`src/rtl/ba_pkg.sv`:
```
`timescale 1ns/1ps
package ba_pkg;
  typedef enum logic [1:0] {
    BA_IDLE    = 2'b00,
    BA_ADDR_BE = 2'b01,
    BA_ADDR_LE = 2'b10,
    BA_DATA    = 2'b11
  } ba_op_e;
endpackage

```
`src/rtl/ba_addr_calc.sv`:
```
`timescale 1ns/1ps
module ba_addr_calc #(
  parameter int DATA_W = 64,
  parameter int OFS_W  = 3
) (
  input  logic [DATA_W-1:0] a,
  input  logic [DATA_W-1:0] b,
  input  logic              little,
  output logic [DATA_W-1:0] aligned,
  output logic [OFS_W-1:0]  ofs_next
);
  logic [DATA_W-1:0] sum;
  logic [OFS_W-1:0]  neg_lo;

  always_comb begin
    sum     = a + b;
    aligned = {sum[DATA_W-1:OFS_W], {OFS_W{1'b0}}};
    // only the low bits of the two's complement are needed
    neg_lo  = OFS_W'(~sum[OFS_W-1:0]) + OFS_W'(1);
    ofs_next = little ? neg_lo : sum[OFS_W-1:0];
  end
endmodule

```
`src/rtl/ba_funnel.sv`:
```
`timescale 1ns/1ps
module ba_funnel #(
  parameter int DATA_W = 64,
  parameter int LANE_W = 8
) (
  input  logic [DATA_W-1:0]                   hi_word,
  input  logic [DATA_W-1:0]                   lo_word,
  input  logic [$clog2(DATA_W/LANE_W)-1:0]    ofs,
  output logic [DATA_W-1:0]                   out
);
  localparam int NB    = DATA_W / LANE_W;
  localparam int OFS_W = $clog2(NB);
  localparam int CAT_W = 2 * DATA_W;

  logic [CAT_W-1:0]  cat;
  logic [LANE_W-1:0] lane [0:2*NB-1];

  assign cat = {hi_word, lo_word};

  // lane 0 is the most significant byte of the concatenation
  for (genvar s = 0; s < 2*NB; s++) begin : g_lane
    assign lane[s] = cat[CAT_W-1-s*LANE_W -: LANE_W];
  end

  for (genvar k = 0; k < NB; k++) begin : g_out
    logic [OFS_W:0] idx;
    assign idx = {1'b0, ofs} + (OFS_W+1)'(k);
    assign out[DATA_W-1-k*LANE_W -: LANE_W] = lane[idx];
  end
endmodule

```
`src/rtl/ba_offset_reg.sv`:
```
`timescale 1ns/1ps
module ba_offset_reg #(
  parameter int OFS_W = 3
) (
  input  logic             clk,
  input  logic             rst,
  input  logic             load,
  input  logic [OFS_W-1:0] d,
  output logic [OFS_W-1:0] q
);
  always_ff @(posedge clk) begin
    if (rst)       q <= '0;
    else if (load) q <= d;
  end
endmodule

```
`src/rtl/bytealign_unit.sv`:
```
`timescale 1ns/1ps
module bytealign_unit
  import ba_pkg::*;
#(
  parameter int DATA_W = 64,
  parameter int LANE_W = 8,
  localparam int NB    = DATA_W / LANE_W,
  localparam int OFS_W = $clog2(NB)
) (
  input  logic              clk,
  input  logic              rst,
  input  logic [1:0]        op_sel,
  input  logic [DATA_W-1:0] opnd_a,
  input  logic [DATA_W-1:0] opnd_b,
  output logic [DATA_W-1:0] result,
  output logic [OFS_W-1:0]  byte_ofs
);
  ba_op_e            op;
  logic              is_addr;
  logic [DATA_W-1:0] aligned;
  logic [OFS_W-1:0]  ofs_next;
  logic [DATA_W-1:0] funnel_out;

  assign op      = ba_op_e'(op_sel);
  assign is_addr = (op == BA_ADDR_BE) || (op == BA_ADDR_LE);

  ba_addr_calc #(.DATA_W(DATA_W), .OFS_W(OFS_W)) u_addr (
    .a(opnd_a), .b(opnd_b), .little(op == BA_ADDR_LE),
    .aligned(aligned), .ofs_next(ofs_next)
  );

  ba_offset_reg #(.OFS_W(OFS_W)) u_ofs (
    .clk(clk), .rst(rst), .load(is_addr), .d(ofs_next), .q(byte_ofs)
  );

  ba_funnel #(.DATA_W(DATA_W), .LANE_W(LANE_W)) u_fun (
    .hi_word(opnd_a), .lo_word(opnd_b), .ofs(byte_ofs), .out(funnel_out)
  );

  always_ff @(posedge clk) begin
    if (rst) result <= '0;
    else begin
      case (op)
        BA_ADDR_BE, BA_ADDR_LE: result <= aligned;
        BA_DATA:                result <= funnel_out;
        default:                result <= result;
      endcase
    end
  end


  ofs_hold_chk: assert property (@(posedge clk) disable iff (rst)
    !(op_sel == 2'b01 || op_sel == 2'b10) |=> $stable(byte_ofs));


  addr_aligned_chk: assert property (@(posedge clk) disable iff (rst)
    (op_sel == 2'b01 || op_sel == 2'b10) |=> result[OFS_W-1:0] == '0);


  be_ofs_chk: assert property (@(posedge clk) disable iff (rst)
    (op_sel == 2'b01) |=> byte_ofs == $past(opnd_a[OFS_W-1:0] + opnd_b[OFS_W-1:0]));


  zero_ofs_chk: assert property (@(posedge clk) disable iff (rst)
    (op_sel == 2'b11 && byte_ofs == '0) |=> result == $past(opnd_a));


  idle_hold_chk: assert property (@(posedge clk) disable iff (rst)
    (op_sel == 2'b00) |=> $stable(result));
endmodule

```
`config.mk`:
```
export PLATFORM = sky130hd
export DESIGN_NAME = bytealign_unit
export DESIGN_NICKNAME = d
export VERILOG_FILES = /design/src/rtl/ba_pkg.sv /design/src/rtl/ba_addr_calc.sv /design/src/rtl/ba_funnel.sv /design/src/rtl/ba_offset_reg.sv /design/src/rtl/bytealign_unit.sv
export SDC_FILE = /design/constraint.sdc
export NUM_CORES = 1
export LEC_CHECK = 0
export BUFFER_PORTS_ARGS = -buffer_cell sky130_fd_sc_hd__buf_2
export CORE_ASPECT_RATIO = 0.5
export CORE_MARGIN = 10
export CORE_UTILIZATION = 60
export DETAILED_ROUTE_END_ITERATION = 8
export PLACE_DENSITY = 0.95
export SLEW_MARGIN = 20
export SYNTH_ARGS = -nofsm -noshare
export SYNTH_HDL_FRONTEND = slang
export SYNTH_SLANG_ARGS = --single-unit
```
`constraint.sdc`:
```
create_clock -name clk -period 10.45 [get_ports clk]
set_input_delay 0 -clock clk [delete_from_list [all_inputs] [get_ports clk]]
set_output_delay 0 -clock clk [all_outputs]
set_load 0.01 [all_outputs]
```
==> results of run 1 <==
## how the worst max path moves through the flow
stage | start | endpoint | slack, ps | depth (start not counted)
after floorplan | u_ofs.q[1]$_SDFFE_PP0P_ | result[33]$_SDFFE_PP0P_ | 6080 | 13
after detailed placement | u_ofs.q[1]$_SDFFE_PP0P_ | result[53]$_SDFFE_PP0P_ | 6300 | 10
after CTS | u_ofs.q[1]$_SDFFE_PP0P_ | result[53]$_SDFFE_PP0P_ | 6280 | 10
after global placement | u_ofs.q[1]$_SDFFE_PP0P_ | result[53]$_SDFFE_PP0P_ | 6420 | 10
final | u_ofs.q[1]$_SDFFE_PP0P_ | result[22]$_SDFFE_PP0P_ | 6110 | 11
after global routing | u_ofs.q[1]$_SDFFE_PP0P_ | result[53]$_SDFFE_PP0P_ | 5960 | 10
## metrics by stage
step	worst slack (ps)	total power, mW	utilization, %	hold slack [ps]
after floorplan	6080	0.967	-	269
after global placement	6420	1.29	67.2	417
after detailed placement	6300	1.30	67.2	418
after CTS	6280	1.63	68.8	147
after global routing	5960	1.74	68.9	172
final	6110	1.70	68.9	155
## critical path, stage by stage, from the launching register on
cell,delay [ps]
dfxtp_2,310
buf_4,680
inv_1,290
ha_2,550
buf_4,660
mux4_2,450
nand2_1,100
nand2_1,60
o21ai_0,530
nand2_1,230
o211ai_1,160
a21oi_1,80
## cell usage in the layout, fill, tap and decap left out, types with 27 or more instances in the layout
master and instances:
o21ai_0 64, nand2_1 108, inv_1 30, mux4_2 160, nand4_1 27, nor2_1 88
buf_2 198, ha_1 71, xnor2_1 31, a211oi_1 27, dfxtp_1 65, a21o_1 50
a21oi_1 133
## sequential cells by signal (all words and copies together), names as in the netlist
name	cells
result	64
u_ofs.q	3
## metal layers
metal  part of all wire, %  global-route usage, %  vias to the layer above
met3                    21                   23.3                      273
li1                      -                      -                     5197
met2                    40                   56.4                     1339
met1                    34                   51.4                     6278
met5                 0.099                   1.18                        -
met4                   5.5                   15.9                        4
## area by class of cell
type                            instances  area, um2  share of cell area (%)
Clock inverter                          2       35.0                   0.275
Sequential cell                        67       1350                    10.6
Antenna cell                            5       12.5                  0.0980
Multi-Input combinational cell       1044       9530                    74.7
Tap cell                              259        324                    2.54
Clock buffer                           13        270                    2.12
Inverter                               32        120                   0.941
Timing Repair Buffer                  216       1130                    8.82
## cell families after synthesis
kind of cell	count (synthesis)	synth area share, %
muxes	180	33.5
AOI/OAI and AO/OA	422	24.6
buffers and inverters	140	4.81
xor gates and xnor gates	46	3.53
DFF	67	11.8
adders and majority gates	75	8.30
and+or+nand+nor	321	13.6
## report_power, final
part           switching [mW]  internal (mW)
logic                   0.616          0.430
clock network           0.135          0.203
registers              0.0303          0.290
total                   0.781          0.924
==> summary.txt, run 1 <==
Yosys
  – Ys async rst share: 0%
  – Top cell type's share of synthesized area: a little under a third
  – Top-count cell post-synth: mux4_2
  – Seq cells post-synth: 67
  – Post-Syn Instances: roughly 1300
  – Ys flop type: dfxtp_1
  – Synth Net Count: 1458
  – Syn avg cell area: a little over 9 um2
  – Synth cell count leaders: 160 x mux4_2, 133 x a21oi_1, 108 x nand2_1
  – Yosys top cell by area: mux4_2
  – Area contributors post-synth: mux4_2 32%, dfxtp_1 12%, ha_1 8.1%
  – Synthesized area: 11400 um2
  – Post-synthesis sequential area ratio: between 10% and 20%
  – Cell variety after synth: roughly 80
  – Synth warnings: 0
  – EDFF count, synth: 0

Global route
  – Largest net degree at the start of global routing: 63
  – Initial antenna violation count: 7
  – Vias in the first global route: 12200
  – First-pass GRT wire length: about 79 mm
  – GRT Total Usage: about two fifths
  – Grt total ovfl: 0

Timing
  – Worst Tran Pin Value: ~1100 ps
  – TNS Setup: 0 ps
  – Crit share post-route: roughly two fifths
  – # setup viols final: 0
  – Unrepaired setup endpoints after global routing: no
  – Final Max Tran Viols: 0
  – Worst Skew: 7.23 ps
  – Maximum clock rate: about 230 MHz
  – Slew headroom: 24.1%
  – Final hold violations: 0
  – Minimum clock period: about 4300 ps

Clocking
  – TritonCTS clock tree: done
  – Clock buffer count from CTS: 9
  – Root buffer cell: clkbuf_16
  – # resized after CTS: 0
  – Clk Latency, worst-skew pair: between 300 and 400 ps
  – CTS sink count: 67
  – Clk slew on worst S/H paths: ~60 ps
  – CTS max path bufs: 2
  – H-tree level count: 3
  – Total setup buffers inserted after CTS: 0
  – # hold bufs at CTS: 0

Worst setup path
  – CP Launch Type: flop
  – R2r endpoint: result[22]$_SDFFE_PP0P_
  – Reg-to-reg startpoint: u_ofs.q[1]$_SDFFE_PP0P_
  – Reg2reg path depth: 11
  – Data arrival, critical path: around 4600 ps
  – Crit end category: flop
  – R2R Setup Slk: a little over 6000 ps
  – Worst Path Required: roughly 11000 ps
  – Critical path class: flop to flop
  – Crit-path max FO: 62

Finish
  – # nets final: around 1600
  – Layout Area Growth over Synthesis: 11.9%
  – Filler cell count: 1500
  – Cell area after layout: between 10000 and 15000 um2
  – Final std cells w/o fill: 1638
  – Layout cells sized above 1: between 30% and 40%

Floorplan
  – Die area: roughly 25000 um2
  – Die X: between 200 and 250 um
  – Initial core utilization: 61.5%
  – Core footprint: about 19000 um2
  – Die H: roughly 120 um
  – Top Ports: approximately 200
  – Rows: 35

Route
  – Post-Route WL: between 50 and 60 mm
  – Number of remaining DRC errors: 0
  – DR iter-0 viols: between 2000 and 2500
  – Vias: approximately 13000
  – Pre-Repair DR Iteration Count: 9
  – Routed length per instance: ~33 um
  – DRT antenna net count: 0
  – Vias per cell: 7.99

Hold path
  – Worst hold start: op_sel[1]
  – Sink of the worst hold path: u_ofs.q[1]$_SDFFE_PP0P_
  – WHS Path Cells: 4
  – Worst min path class: primary input to flop

Power
  – Worst vdd ir: between 0.00009 and 0.0001 V
  – PwrDens: roughly 130 nW/um2
  – Leak pwr: 5.31 nW

Job
  – Max Cap Viol: 0

Outcome
  – Status: completed

Place
  – # port buffers: 198
  – Dpl hpwl: 42.2 mm
  – DP Area: between 10000 and 15000 um2
  – Inst Count DP: around 1600
  – RD Place Congestion: around 1.1
No activity file was read; power rests on OpenSTA's default activity.
==> run 2, diff against run 1 <==
- CORE_UTILIZATION: 60 -> 59
- clock period: 10.45 -> 4.2 ns (I/O delays scaled with it)
==> summary.txt, run 2 (same netlist as run 1, synthesis figures left out) <==
Outcome
  – Status: completed (unchanged)

Clocking
  – Clk Latency, worst-skew pair: 380 ps (was 360 ps)
  – # hold bufs at CTS: 0 (unchanged)
  – H-tree level count: 3 (unchanged)
  – TritonCTS clock tree: done (unchanged)
  – Clock buffer count from CTS: 9 (unchanged)
  – CTS max path bufs: 2 (unchanged)
  – Root buffer cell: clkbuf_16 (unchanged)
  – # resized after CTS: 0 (unchanged)
  – Clk slew on worst S/H paths: 70 ps (was 60 ps)
  – CTS sink count: 67 (unchanged)
  – Total setup buffers inserted after CTS: 0 (unchanged)

Floorplan
  – Top Ports: 199 (unchanged)
  – Die H: 118 um (was 117 um)
  – Die area: 25600 um2 (was 25200 um2)
  – Initial core utilization: 61.0% (was 61.5%)
  – Rows: 35 (unchanged)
  – Die X: 217 um (was 215 um)
  – Core footprint: 18700 um2 (was 18500 um2)

Finish
  – # nets final: 1584 (was 1577)
  – Biggest regs: result: 64 flops, u_ofs.q: 3 flops (unchanged)
  – Commonest non-fill, non-tap cell in the layout: buf_2 (unchanged)
  – Layout cells sized above 1: 31.0% (was 30.5%)
  – Most frequent cells in the layout: 198 x buf_2, 160 x mux4_2, 133 x a21oi_1 (unchanged)
  – Max reg flops: 64 (unchanged)
  – Most flops, register: result (unchanged)
  – Cell area after layout: 12900 um2 (was 12800 um2)
  – Core Util, Final: 68.8% (was 68.9%)
  – Filler cell count: 1521 (was 1500)
  – Layout Area Growth over Synthesis: 12.8% (was 11.9%)
  – Final std cells w/o fill: 1646 (was 1638)

Global route
  – Grt total ovfl: 0 (unchanged)
  – Initial antenna violation count: 7 (unchanged)
  – Vias in the first global route: 12400 (was 12200)
  – GR Util met1: 48.8% (was 51.4%)
  – Met2 Track Usage GR: 57.5% (was 56.4%)
  – GRT busiest layer: met2 (unchanged)
  – Largest net degree at the start of global routing: 127 (was 63)
  – First-pass GRT wire length: 79.3 mm (about the same)
  – GRT Total Usage: 40.5% (was 40.9%)
  – Met3 usage: 23.8% (was 23.3%)

Worst setup path
  – CP Launch Type: flop (unchanged)
  – Crit-path max FO: 26 (was 62)
  – Crit end category: flop (unchanged)
  – Worst Path Required: 4460 ps (was 10660 ps)
  – Critical path class: flop to flop (unchanged)
  – Most used cell, CP: mux4_2 (was nand2_1)
  – R2r endpoint: result[16]$_SDFFE_PP0P_ (was result[22]$_SDFFE_PP0P_)
  – Data arrival, critical path: 3720 ps (was 4550 ps)
  – CP peak stage delay: 850 ps (was 680 ps)
  – Crit path cell chain: inv_1 -> ha_2 -> buf_4 -> mux4_2 -> mux4_2 -> a21oi_1 -> o21ai_0 -> o211a_1 (was buf_4 -> inv_1 -> ha_2 -> buf_4 -> mux4_2 -> nand2_1 -> nand2_1 -> o21ai_0 -> nand2_1 -> o211ai_1 -> a21oi_1)
  – R2R Setup Slk: 740 ps (was 6110 ps)
  – Reg2reg path depth: 8 (was 11)
  – Reg-to-reg startpoint: u_ofs.q[1]$_SDFFE_PP0P_ (unchanged)
  – Slowest CP cell: ha_2 (was buf_4)

Timing
  – Crit share post-route: 82.5% (was 41.5%)
  – # setup viols final: 0 (unchanged)
  – TNS Setup: 0 ps (unchanged)
  – Slew headroom: 28.3% (was 24.1%)
  – Worst Skew: 12.4 ps (was 7.23 ps)
  – Minimum clock period: 3460 ps (was 4340 ps)
  – Final Max Tran Viols: 0 (unchanged)
  – Hold_ws: 99.7 ps (was 155 ps)
  – Maximum clock rate: 289 MHz (was 230 MHz)
  – Worst Tran Pin Value: 1070 ps (was 1140 ps)
  – Unrepaired setup endpoints after global routing: no (unchanged)
  – Final hold violations: 0 (unchanged)

Hold path
  – Sink of the worst hold path: result[63]$_SDFFE_PP0P_ (was u_ofs.q[1]$_SDFFE_PP0P_)
  – Worst min path class: primary input to flop (unchanged)
  – Worst hold start: opnd_a[63] (was op_sel[1])
  – WHS Path Cells: 4 (unchanged)

Power
  – PwrDens: 341 nW/um2 (was 134 nW/um2)
  – Worst vdd ir: 0.000208 V (was 0.0000965 V)
  – Leak pwr: 5.37 nW (was 5.31 nW)

Route
  – Pre-Repair DR Iteration Count: 9 (unchanged)
  – Number of remaining DRC errors: 0 (unchanged)
  – Vias per cell: 7.94 (was 7.99)
  – Routed length per instance: 33.0 um (was 33.2 um)
  – Post-Route WL: 54.3 mm (about the same)
  – DR iter-0 viols: 2715 (was 2391)
  – Vias: 13100 (about the same)
  – DRT antenna net count: 0 (unchanged)

Job
  – Max Cap Viol: 0 (unchanged)

Place
  – DP Area: 12500 um2 (was 12400 um2)
  – Inst Count DP: 1625 (was 1618)
  – # port buffers: 198 (unchanged)
  – RD Place Congestion: 1.12 (was 1.08)
  – Dpl hpwl: 42.3 mm (was 42.2 mm)
[run 2: cell count changes in the layout (fill, tap and decap cells not counted)]
cell / before / now
clkinv_2: 1 / 2
clkbuf_1: 1 / 0
bufinv_16: 1 / 3
clkinv_4: 0 / 1
buf_4: 18 / 24
buf_12: 0 / 1
inv_4: 0 / 1
clkbuf_8: 3 / 0
[run 2: worst max path at each step]
stage | from | to | cells past startpoint
after global routing | u_ofs.q[1]$_SDFFE_PP0P_ | result[50]$_SDFFE_PP0P_ | 8
final | u_ofs.q[1]$_SDFFE_PP0P_ | result[16]$_SDFFE_PP0P_ | 8
after global placement | opnd_a[18] | result[51]$_SDFFE_PP0P_ | 11
after CTS | u_ofs.q[1]$_SDFFE_PP0P_ | result[16]$_SDFFE_PP0P_ | 7
after floorplan | u_ofs.q[0]$_SDFFE_PP0P_ | result[33]$_SDFFE_PP0P_ | 15
after detailed placement | opnd_a[18] | result[51]$_SDFFE_PP0P_ | 11
[run 2: worst max-delay path, delay by kind of cell (launching register included)]
family          cells  cell delay (ps)
compound gates      3              510
fa+ha+maj           1              850
buf+inv             2              520
flops               1              330
mux                 2             1130
[run 2: power by group]
part	internal [mW]	switching [mW]	total (mW)	leakage (nW)
combinational	1.09	1.59	2.67	4.64
sequential	0.721	0.0503	0.772	0.558
clock	0.579	0.357	0.936	0.170
[run 2: cell type report]
| class | instances | area, um2 | share of cell area, % |
|---|---|---|---|
| Multi-Input combinational cell | 1044 | 9530 | 74.1 |
| Inverter | 32 | 120 | 0.934 |
| Clock buffer | 9 | 225 | 1.75 |
| Timing Repair Buffer | 223 | 1190 | 9.26 |
| Clock inverter | 7 | 115 | 0.895 |
| Tap cell | 259 | 324 | 2.52 |
| Sequential cell | 67 | 1350 | 10.5 |
| Antenna cell | 5 | 12.5 | 0.0973 |
[run 2: per-layer routing]
metal	wire length, um	up-vias
met5	25	-
met4	3160	4
met3	10700	299
met2	22200	1369
met1	18200	6195
li1	-	5210
[run 2: per-stage QoR]
stage | power (mW) | setup WS (ps)
finish | 4.38 | 736
global placement | 3.22 | 855
global route | 4.47 | 628
CTS | 4.20 | 834
detailed placement | 3.26 | 781
floorplan | 2.41 | 61.8
